### src/rtl/ide_irq_pkg.sv
package ide_irq_pkg;
   localparam int unsigned NUM_CH       = 2;
   localparam int unsigned OFF_LEG0     = 8'h50;
   localparam int unsigned OFF_CTRL     = 8'h51;
   localparam int unsigned OFF_LEG1     = 8'h57;
   localparam int unsigned OFF_MODE     = 8'h71;
   localparam int unsigned LEG0_BIT     = 2;
   localparam int unsigned LEG1_BIT     = 4;
   localparam int unsigned MODE_ST_LSB  = 2;
   localparam int unsigned MODE_BLK_LSB = 4;
   localparam int unsigned CTRL_EN0_BIT = 2;
   localparam int unsigned CTRL_EN1_BIT = 3;

   // two copies of the per-channel pending flags
   typedef struct packed {
      logic [NUM_CH-1:0] leg;
      logic [NUM_CH-1:0] mode;
   } irq_copies_t;
endpackage

### src/rtl/ide_irq_lvl_track.sv
module ide_irq_lvl_track #(
   parameter int unsigned STAGES = 0
) (
   input  logic clk,
   input  logic rst_n,
   input  logic lvl_i,
   output logic evt_o,
   output logic val_o
);
   logic cur;
   logic prev_q;

   generate
      if (STAGES == 0) begin : g_direct
         assign cur = lvl_i;
      end else begin : g_sync
         logic [STAGES-1:0] sync_q;
         always_ff @(posedge clk) begin
            if (!rst_n) sync_q <= '0;
            else if (STAGES == 1) sync_q <= lvl_i;
            else sync_q <= {sync_q[(STAGES>1 ? STAGES-2 : 0):0], lvl_i};
         end
         assign cur = sync_q[STAGES-1];
      end
   endgenerate

   always_ff @(posedge clk) begin
      if (!rst_n) prev_q <= 1'b0;
      else        prev_q <= cur;
   end

   assign evt_o = cur != prev_q;
   assign val_o = cur;
endmodule

### src/rtl/ide_irq_cfg_apply.sv
module ide_irq_cfg_apply
   import ide_irq_pkg::*;
#(
   parameter int unsigned CFG_ADDR_W = 6
) (
   input  irq_copies_t           cur_i,
   input  logic                  wr_i,
   input  logic [CFG_ADDR_W-1:0] addr_i,
   input  logic [3:0]            be_i,
   input  logic [31:0]           wdata_i,
   output irq_copies_t           nxt_o
);
   localparam int unsigned BYTE_W = CFG_ADDR_W + 2;

   logic [BYTE_W-1:0] byte_addr;
   logic [7:0]        lane;

   // byte lanes in ascending address order; each clear is followed by a sync
   always_comb begin
      nxt_o     = cur_i;
      byte_addr = '0;
      lane      = '0;
      if (wr_i) begin
         for (int b = 0; b < 4; b++) begin
            if (be_i[b]) begin
               byte_addr = {addr_i, 2'(b)};
               lane      = wdata_i[8*b +: 8];
               if (byte_addr == BYTE_W'(OFF_LEG0)) begin
                  if (lane[LEG0_BIT]) nxt_o.leg[0] = 1'b0;
                  nxt_o.mode = nxt_o.leg;
               end else if (byte_addr == BYTE_W'(OFF_LEG1)) begin
                  if (lane[LEG1_BIT]) nxt_o.leg[1] = 1'b0;
                  nxt_o.mode = nxt_o.leg;
               end else if (byte_addr == BYTE_W'(OFF_MODE)) begin
                  for (int c = 0; c < NUM_CH; c++)
                     if (lane[MODE_ST_LSB+c]) nxt_o.mode[c] = 1'b0;
                  nxt_o.leg = nxt_o.mode;
               end
            end
         end
      end
   end
endmodule

### src/rtl/ide_irq_readmux.sv
module ide_irq_readmux
   import ide_irq_pkg::*;
#(
   parameter int unsigned CFG_ADDR_W   = 6,
   parameter bit          SECONDARY_EN = 1'b0
) (
   input  irq_copies_t           st_i,
   input  logic [NUM_CH-1:0]     blk_i,
   input  logic [CFG_ADDR_W-1:0] addr_i,
   output logic [31:0]           rdata_o
);
   localparam int unsigned BYTE_W = CFG_ADDR_W + 2;
   localparam logic [7:0] CTRL_VAL =
      8'((1 << CTRL_EN0_BIT) | (SECONDARY_EN ? (1 << CTRL_EN1_BIT) : 0));

   logic [BYTE_W-1:0] byte_addr;

   always_comb begin
      rdata_o   = '0;
      byte_addr = '0;
      for (int k = 0; k < 4; k++) begin
         byte_addr = {addr_i, 2'(k)};
         if (byte_addr == BYTE_W'(OFF_LEG0))
            rdata_o[8*k + LEG0_BIT] = st_i.leg[0];
         else if (byte_addr == BYTE_W'(OFF_LEG1))
            rdata_o[8*k + LEG1_BIT] = st_i.leg[1];
         else if (byte_addr == BYTE_W'(OFF_CTRL))
            rdata_o[8*k +: 8] = CTRL_VAL;
         else if (byte_addr == BYTE_W'(OFF_MODE)) begin
            rdata_o[8*k + MODE_ST_LSB  +: NUM_CH] = st_i.mode;
            rdata_o[8*k + MODE_BLK_LSB +: NUM_CH] = blk_i;
         end
      end
   end
endmodule

### src/rtl/ide_irq_combine.sv
module ide_irq_combine
   import ide_irq_pkg::*;
(
   input  logic [NUM_CH-1:0] flag_i,
   input  logic [NUM_CH-1:0] blk_i,
   output logic              irq_o
);
   assign irq_o = |(flag_i & ~blk_i);
endmodule

### src/rtl/ide_irq_mirror.sv
module ide_irq_mirror
   import ide_irq_pkg::*;
#(
   parameter int unsigned CFG_ADDR_W   = 6,
   parameter bit          SECONDARY_EN = 1'b0,
   parameter logic [1:0]  BLOCK_INIT   = 2'b00,
   parameter int unsigned IN_STAGES    = 0
) (
   input  logic                  clk,
   input  logic                  rst_n,
   input  logic [1:0]            chan_irq_i,
   input  logic [CFG_ADDR_W-1:0] cfg_addr_i,
   input  logic [3:0]            cfg_be_i,
   input  logic                  cfg_wr_i,
   input  logic [31:0]           cfg_wdata_i,
   output logic [31:0]           cfg_rdata_o,
   output logic                  irq_o
);
   localparam logic [CFG_ADDR_W-1:0] MODE_DW   = CFG_ADDR_W'(OFF_MODE >> 2);
   localparam int unsigned           MODE_LANE = OFF_MODE & 3;
   localparam logic [CFG_ADDR_W-1:0] LEG0_DW   = CFG_ADDR_W'(OFF_LEG0 >> 2);
   localparam int unsigned           LEG0_LANE = OFF_LEG0 & 3;

   generate
      if (CFG_ADDR_W < 6 || CFG_ADDR_W > 30) begin : g_bad_addr_w
         $error("CFG_ADDR_W must reach byte 0x71 and stay below 31 bits");
      end
      if (IN_STAGES > 3) begin : g_bad_stages
         $error("IN_STAGES above 3 is not supported");
      end
   endgenerate

   logic [NUM_CH-1:0] evt;
   logic [NUM_CH-1:0] lvl;
   irq_copies_t       st_q, st_wr, st_d;
   logic [NUM_CH-1:0] blk_q;

   for (genvar n = 0; n < NUM_CH; n++) begin : g_ch
      ide_irq_lvl_track #(.STAGES(IN_STAGES)) u_track (
         .clk   (clk),
         .rst_n (rst_n),
         .lvl_i (chan_irq_i[n]),
         .evt_o (evt[n]),
         .val_o (lvl[n])
      );
   end

   ide_irq_cfg_apply #(.CFG_ADDR_W(CFG_ADDR_W)) u_apply (
      .cur_i   (st_q),
      .wr_i    (cfg_wr_i),
      .addr_i  (cfg_addr_i),
      .be_i    (cfg_be_i),
      .wdata_i (cfg_wdata_i),
      .nxt_o   (st_wr)
   );

   // channel events are applied after the write, so they take priority
   always_comb begin
      st_d = st_wr;
      for (int n = 0; n < NUM_CH; n++) begin
         if (evt[n]) begin
            st_d.leg[n]  = lvl[n];
            st_d.mode[n] = lvl[n];
         end
      end
   end

   always_ff @(posedge clk) begin
      if (!rst_n) begin
         st_q  <= '0;
         blk_q <= BLOCK_INIT;
      end else begin
         st_q  <= st_d;
      end
   end

   ide_irq_readmux #(.CFG_ADDR_W(CFG_ADDR_W), .SECONDARY_EN(SECONDARY_EN)) u_rd (
      .st_i    (st_q),
      .blk_i   (blk_q),
      .addr_i  (cfg_addr_i),
      .rdata_o (cfg_rdata_o)
   );

   ide_irq_combine u_comb (
      .flag_i (st_q.mode),
      .blk_i  (blk_q),
      .irq_o  (irq_o)
   );

   // both copies of each flag always agree
   p_copies_agree_r2: assert property (@(posedge clk) disable iff (!rst_n)
      st_q.leg == st_q.mode);

   // an event sets the flag to the new level even under a same-cycle clear
   for (genvar n = 0; n < NUM_CH; n++) begin : g_chk
      p_event_wins_r7: assert property (@(posedge clk) disable iff (!rst_n)
         evt[n] |=> st_q.mode[n] == $past(lvl[n]));
   end

   // no write and no event leaves the flags untouched
   p_hold_r5: assert property (@(posedge clk) disable iff (!rst_n)
      (!cfg_wr_i && evt == '0) |=> $stable(st_q));

   // one at byte 0x71 bit 2 clears channel 0 absent an event
   p_mode_clear_r4: assert property (@(posedge clk) disable iff (!rst_n)
      (cfg_wr_i && cfg_be_i[MODE_LANE] && cfg_addr_i == MODE_DW &&
       cfg_wdata_i[8*MODE_LANE + MODE_ST_LSB] && !evt[0]) |=> !st_q.leg[0]);

   // one at byte 0x50 bit 2 clears channel 0 absent an event
   p_leg_clear_r3: assert property (@(posedge clk) disable iff (!rst_n)
      (cfg_wr_i && cfg_be_i[LEG0_LANE] && cfg_addr_i == LEG0_DW &&
       cfg_wdata_i[8*LEG0_LANE + LEG0_BIT] && !evt[0]) |=> !st_q.mode[0]);

   // a fully masked or empty flag set keeps the output low
   p_masked_quiet_r6: assert property (@(posedge clk) disable iff (!rst_n)
      ((st_q.leg & ~blk_q) == '0) |-> !irq_o);
endmodule

### config.mk
export PLATFORM = sky130hd
export DESIGN_NAME = ide_irq_mirror
export DESIGN_NICKNAME = d
export VERILOG_FILES = /design/src/rtl/ide_irq_pkg.sv /design/src/rtl/ide_irq_lvl_track.sv /design/src/rtl/ide_irq_cfg_apply.sv /design/src/rtl/ide_irq_readmux.sv /design/src/rtl/ide_irq_combine.sv /design/src/rtl/ide_irq_mirror.sv
export SDC_FILE = /design/constraint.sdc
export NUM_CORES = 1
export LEC_CHECK = 0
export BUFFER_PORTS_ARGS = -buffer_cell sky130_fd_sc_hd__buf_2
export CORE_MARGIN = 2
export CORE_UTILIZATION = 35
export DETAILED_ROUTE_END_ITERATION = 8
export PLACE_DENSITY_LB_ADDON = 0.2
export RECOVER_POWER = 25
export SLEW_MARGIN = 20
export SYNTH_ARGS = -nofsm -noshare
export SYNTH_HDL_FRONTEND = slang
export SYNTH_SLANG_ARGS = --single-unit
export TNS_END_PERCENT = 10
### constraint.sdc
create_clock -name clk -period 3.47 [get_ports clk]
set_input_delay 0.1735 -clock clk [delete_from_list [all_inputs] [get_ports clk]]
set_output_delay 0.1735 -clock clk [all_outputs]
set_load 0.02 [all_outputs]
After elaboration in Yosys (flattened, before gate mapping). Cells that the tools add are included.

Eq/ne operators: 5. Mux-type cells: 20. Reductions and logical operators: 3.

Operators with widths (count): 4-bit 2-to-1 mux (5); 6-bit by 5-bit equality test with 1-bit output (second input constant) (3); 1-bit 2-to-1 mux (11); 3-bit 2-to-1 mux (2); 2-bit 2-to-1 mux (2); 2-bit nonzero test (2); 1-bit != test (2); 2-bit OR reduction (1).

Input port bits: 47. Bits in registers: 6.

Logic depth before layout (Yosys ltp).
Word-level depth: 11. Mapped depth: 5. Mapped depth without buffers: 5.

Hierarchy. Synthesis repeated with hierarchy kept, for this count alone.

Cells, all modules: 99. Area total of the unflattened synthesis: 783.3 µm².

Modules (own cells, without submodules): ide_irq_readmux (times used 1, cells an instance 39, area an instance 287.8 µm², sequential area each 0.0 µm²); ide_irq_cfg_apply (times used 1, cells an instance 34, area an instance 241.5 µm², sequential area each 0.0 µm²); ide_irq_mirror (times used 1, cells an instance 15, area an instance 146.4 µm², sequential area each 80.1 µm²); ide_irq_lvl_track (times used 2, cells an instance 4, area an instance 43.8 µm², sequential area each 20.0 µm²); ide_irq_combine (times used 1, cells an instance 3, area an instance 20.0 µm², sequential area each 0.0 µm²).

Worst setup path after synthesis. No wires, ideal clock.

Kind: input to register. From: input port cfg_addr_i[1]. To: register st_q[2] in the netlist's numbering. Setup time: 0.062 ns. Path slack: 2.261 ns. Arrival: 1.147 ns. Data required time: 3.408 ns. Buffers on the path: 0. Stages on the path: 5. Cells stage by stage: or2_4 > or4_4 > nor2_2 > o2111ai_1 > nand3_1.

Longest elaborated chain between the ends: 9. Elaborated cells on any way between the ends: 10. Those cells by class: eq/ne: 2; mux: 8.

RTL lines: from (decl) (RTL line ide_irq_mirror.sv:12) `input logic [CFG_ADDR_W-1:0] cfg_addr_i,`; 6-bit by 5-bit equality test with 1-bit output (RTL line ide_irq_cfg_apply.sv:28) `if (byte_addr == BYTE_W'(OFF_LEG0)) begin`; 3-bit 2-to-1 mux (RTL line ide_irq_cfg_apply.sv:28); 3-bit 2-to-1 mux (RTL line ide_irq_cfg_apply.sv:25) `if (be_i[b]) begin`; 1-bit 2-to-1 mux (RTL line ide_irq_cfg_apply.sv:36) `if (lane[MODE_ST_LSB+c]) nxt_o.mode[c] = 1'b0;`; 4-bit 2-to-1 mux (RTL line ide_irq_cfg_apply.sv:34) `end else if (byte_addr == BYTE_W'(OFF_MODE)) begin`; 4-bit 2-to-1 mux * (2 in a row) (RTL line ide_irq_cfg_apply.sv:25); 4-bit 2-to-1 mux * (RTL line ide_irq_cfg_apply.sv:23) `if (wr_i) begin`; 1-bit 2-to-1 mux * (RTL line ide_irq_mirror.sv:61) `if (evt[n]) begin`; to (signal assigned) (RTL line ide_irq_mirror.sv:73) `st_q <= st_d;`; to (decl) (RTL line ide_irq_mirror.sv:35) `irq_copies_t st_q, st_wr, st_d;`.

Every way passes the cells marked *; elsewhere a longest branch is shown, timed or not. The select of a mux whose other input is x is not followed. A chain may end at the register's enable or synchronous reset.

Worst setup path in the final report.
From: register st_q[0] in the netlist's numbering. To: output port cfg_rdata_o[10].

Longest elaborated chain between the ends: 2.

RTL lines: 2-bit 2-to-1 mux (RTL line ide_irq_readmux.sv:29) `else if (byte_addr == BYTE_W'(OFF_MODE)) begin`; 4-bit 2-to-1 mux (RTL line ide_irq_readmux.sv:27) `else if (byte_addr == BYTE_W'(OFF_CTRL))`; to (decl) (RTL line ide_irq_mirror.sv:16) `output logic [31:0] cfg_rdata_o,`.

No other way between the ends.

==> run metrics <==
CTS buffer count=3; number of core rows=16; Power Total=0.210 mW; drt total wl=1260 um; initial antenna violation count=0; Synth Flop Type=dfxtp_1; synthesized area per cell=7.63 um2; CTS tree=yes; Critical Path AT=1.03 ns; Die Ht=48.3 um; most frequent cell after synthesis=buf_4; final number of max-transition violations=0; fillers=220; Overall Global Routing Usage=10.9%; synth top area cells=buf_4 31%, dfxtp_1 17%, o2111ai_1 5.1%; RR Startpoint=st_q[2]; setup bufs post-CTS=0; Max Buffers Root-to-Sink=2; input/output buffers=22; clk slew on worst S/H paths=about 0.040 ns; Syn-to-layout area delta=7.47%; post-detail-place hpwl=1120 um; DRT iter0 DRCs=16; Final nets=approximately 160; worst-path fanout max=3; io pins=80; Via Count=a little under 600; worst path required time=3.30 ns; final RePlAce weighted congestion=0.741; final worst path period need=1.20 ns; Clock Latency Late Sink=0.24 ns; Initial Utilization=36.1%; Peak VDD IR=228 uV; first-pass iteration count of the detailed router=4; critical path type=reg2out; Seq/Total Area, Yosys=between 15 and 20%; Yosys cell types=31; Finish-stage setup viols=0; Setup crit end kind=output pin; cell taking the most area after synthesis=buf_4; via/cell ratio=4.26; MaxCap Viol Count=0; unrepaired setup endpoints after global routing=no; P_leak=0.400 nW; Hold-fix buffers, CTS=0; Synth async-reset ratio=0%; largest net degree at the start of global routing=11; clock root buffer=clkbuf_4; most frequent cells after synthesis=28 x buf_4, 6 x dfxtp_1, 6 x inv_1, 5 x nand2_1; Hold Path Class=in2reg; skew final=0.000116 ns; final worst-path cycle share=34.6%; DRC=0; post_cts resized=0; grt total ovfl=0; Cells after Synth=90; post-synth top area share=30.6%; die area=0.00233 mm2; min-delay src=chan_irq_i[1]; post-route ant nets=0; PwrDens=285 mW/mm2; CP startpoint=st_q[0]; Fmax achieved=833 MHz; vias in the first global route=about 520; Wirelength per Cell=around 9 um; H-tree depth=1; Fin Setup TNS=0 ns; synthesized area=687 um2; Yosys reg bits=6; Die X=48.3 um; core area=0.00190 mm2; EDFF count, synth=0; fraction of layout cells with a size suffix above 1=between 20% and 30%; Final Hold Vio Count=0; clock sinks=6; first-pass GRT wire length=2030 um; ANT cells=0; Ys Warns=0; status=finished, final reports clean; CP Launch Type=flip-flop
-- where the power goes --
| group | switching, mW | total, mW | internal [mW] |
|---|---|---|---|
| Sequential | 0.00364 | 0.0787 | 0.0751 |
| Clock | 0.0230 | 0.0619 | 0.0390 |
| Combinational | 0.0502 | 0.0694 | 0.0192 |
-- per-stage QoR --
| stage | worst slack [ns] | utilization [%] | hold slack, ns | cell area (um2) | cells |
|---|---|---|---|---|---|
| 2_1_floorplan | 2.26 | - | 0.295 | 788 | 117 |
| 3_3_place_gp | 2.06 | 37.7 | 0.435 | 717 | 137 |
| 3_5_place_dp | 2.07 | 37.7 | 0.442 | 717 | 137 |
| 4_1_cts | 2.26 | 38.9 | 0.196 | 739 | 140 |
| 5_1_grt | 2.15 | 38.8 | 0.200 | 738 | 140 |
| 6_report | 2.27 | 38.8 | 0.202 | 738 | 140 |
-- routing by layer --
metal	GRT usage (%)	up-vias	wire, um
li1	-	311	-
met1	11.9	267	526
met2	20.4	18	653
met3	4.94	0	82
met4	0	0	0
met5	0	-	0
-- layout make-up --
type	instances	area, um2	share of cell area [%]
multi-input cells	76	430	58.3
well taps	27	33.8	4.58
flip-flops and latches	6	120	16.3
clock buffers	3	22.5	3.05
repair buffers	22	109	14.7
inverters	6	22.5	3.05
-- layout by cell type, fill, tap and decap left out, drive strengths merged, types with 2 or more instances in the layout --
| master | instances |
|---|---|
| a31oi | 2 |
| dfxtp | 6 |
| conb | 28 |
| o2111ai | 4 |
| and2 | 2 |
| buf | 21 |
| and3 | 3 |
| nor2 | 3 |
| nand2b | 2 |
| a21oi | 3 |
| nand3 | 4 |
| mux2i | 2 |
| clkbuf | 4 |
| inv | 6 |
| nand2 | 5 |
| nor3 | 2 |
| o21ai | 3 |
-- critical path: stages, from the launching register on --
cell      delay, ns
dfxtp_1        0.33
inv_1          0.07
a211oi_1       0.18
buf_2          0.20
-- final timing paths --
check / slack [ns] / to / cells past startpoint
worst max-delay path: 2.27 / cfg_rdata_o[10] / 3
worst min-delay path: 0.20 / g_ch[1].u_track.prev_q / 2
worst max register to register: 2.53 / st_q[0] / 4
worst min register to register: 0.51 / st_q[3] / 2
-- cell families after synthesis --
kind of cell,count (synthesis),share of synthesized area [%]
AO/OA/AOI/OAI,17,16.9
AND/OR/NAND/NOR,29,27.5
flip-flops,6,17.5
other,1,0.546
buffers and inverters,35,34.6
multiplexers,2,2.91
-- state kept, by name (all words and copies together), names as in the netlist --
register / flops
st_q: 4
g_ch.u_track.prev_q: 2
(Power assumes the default switching activity.)
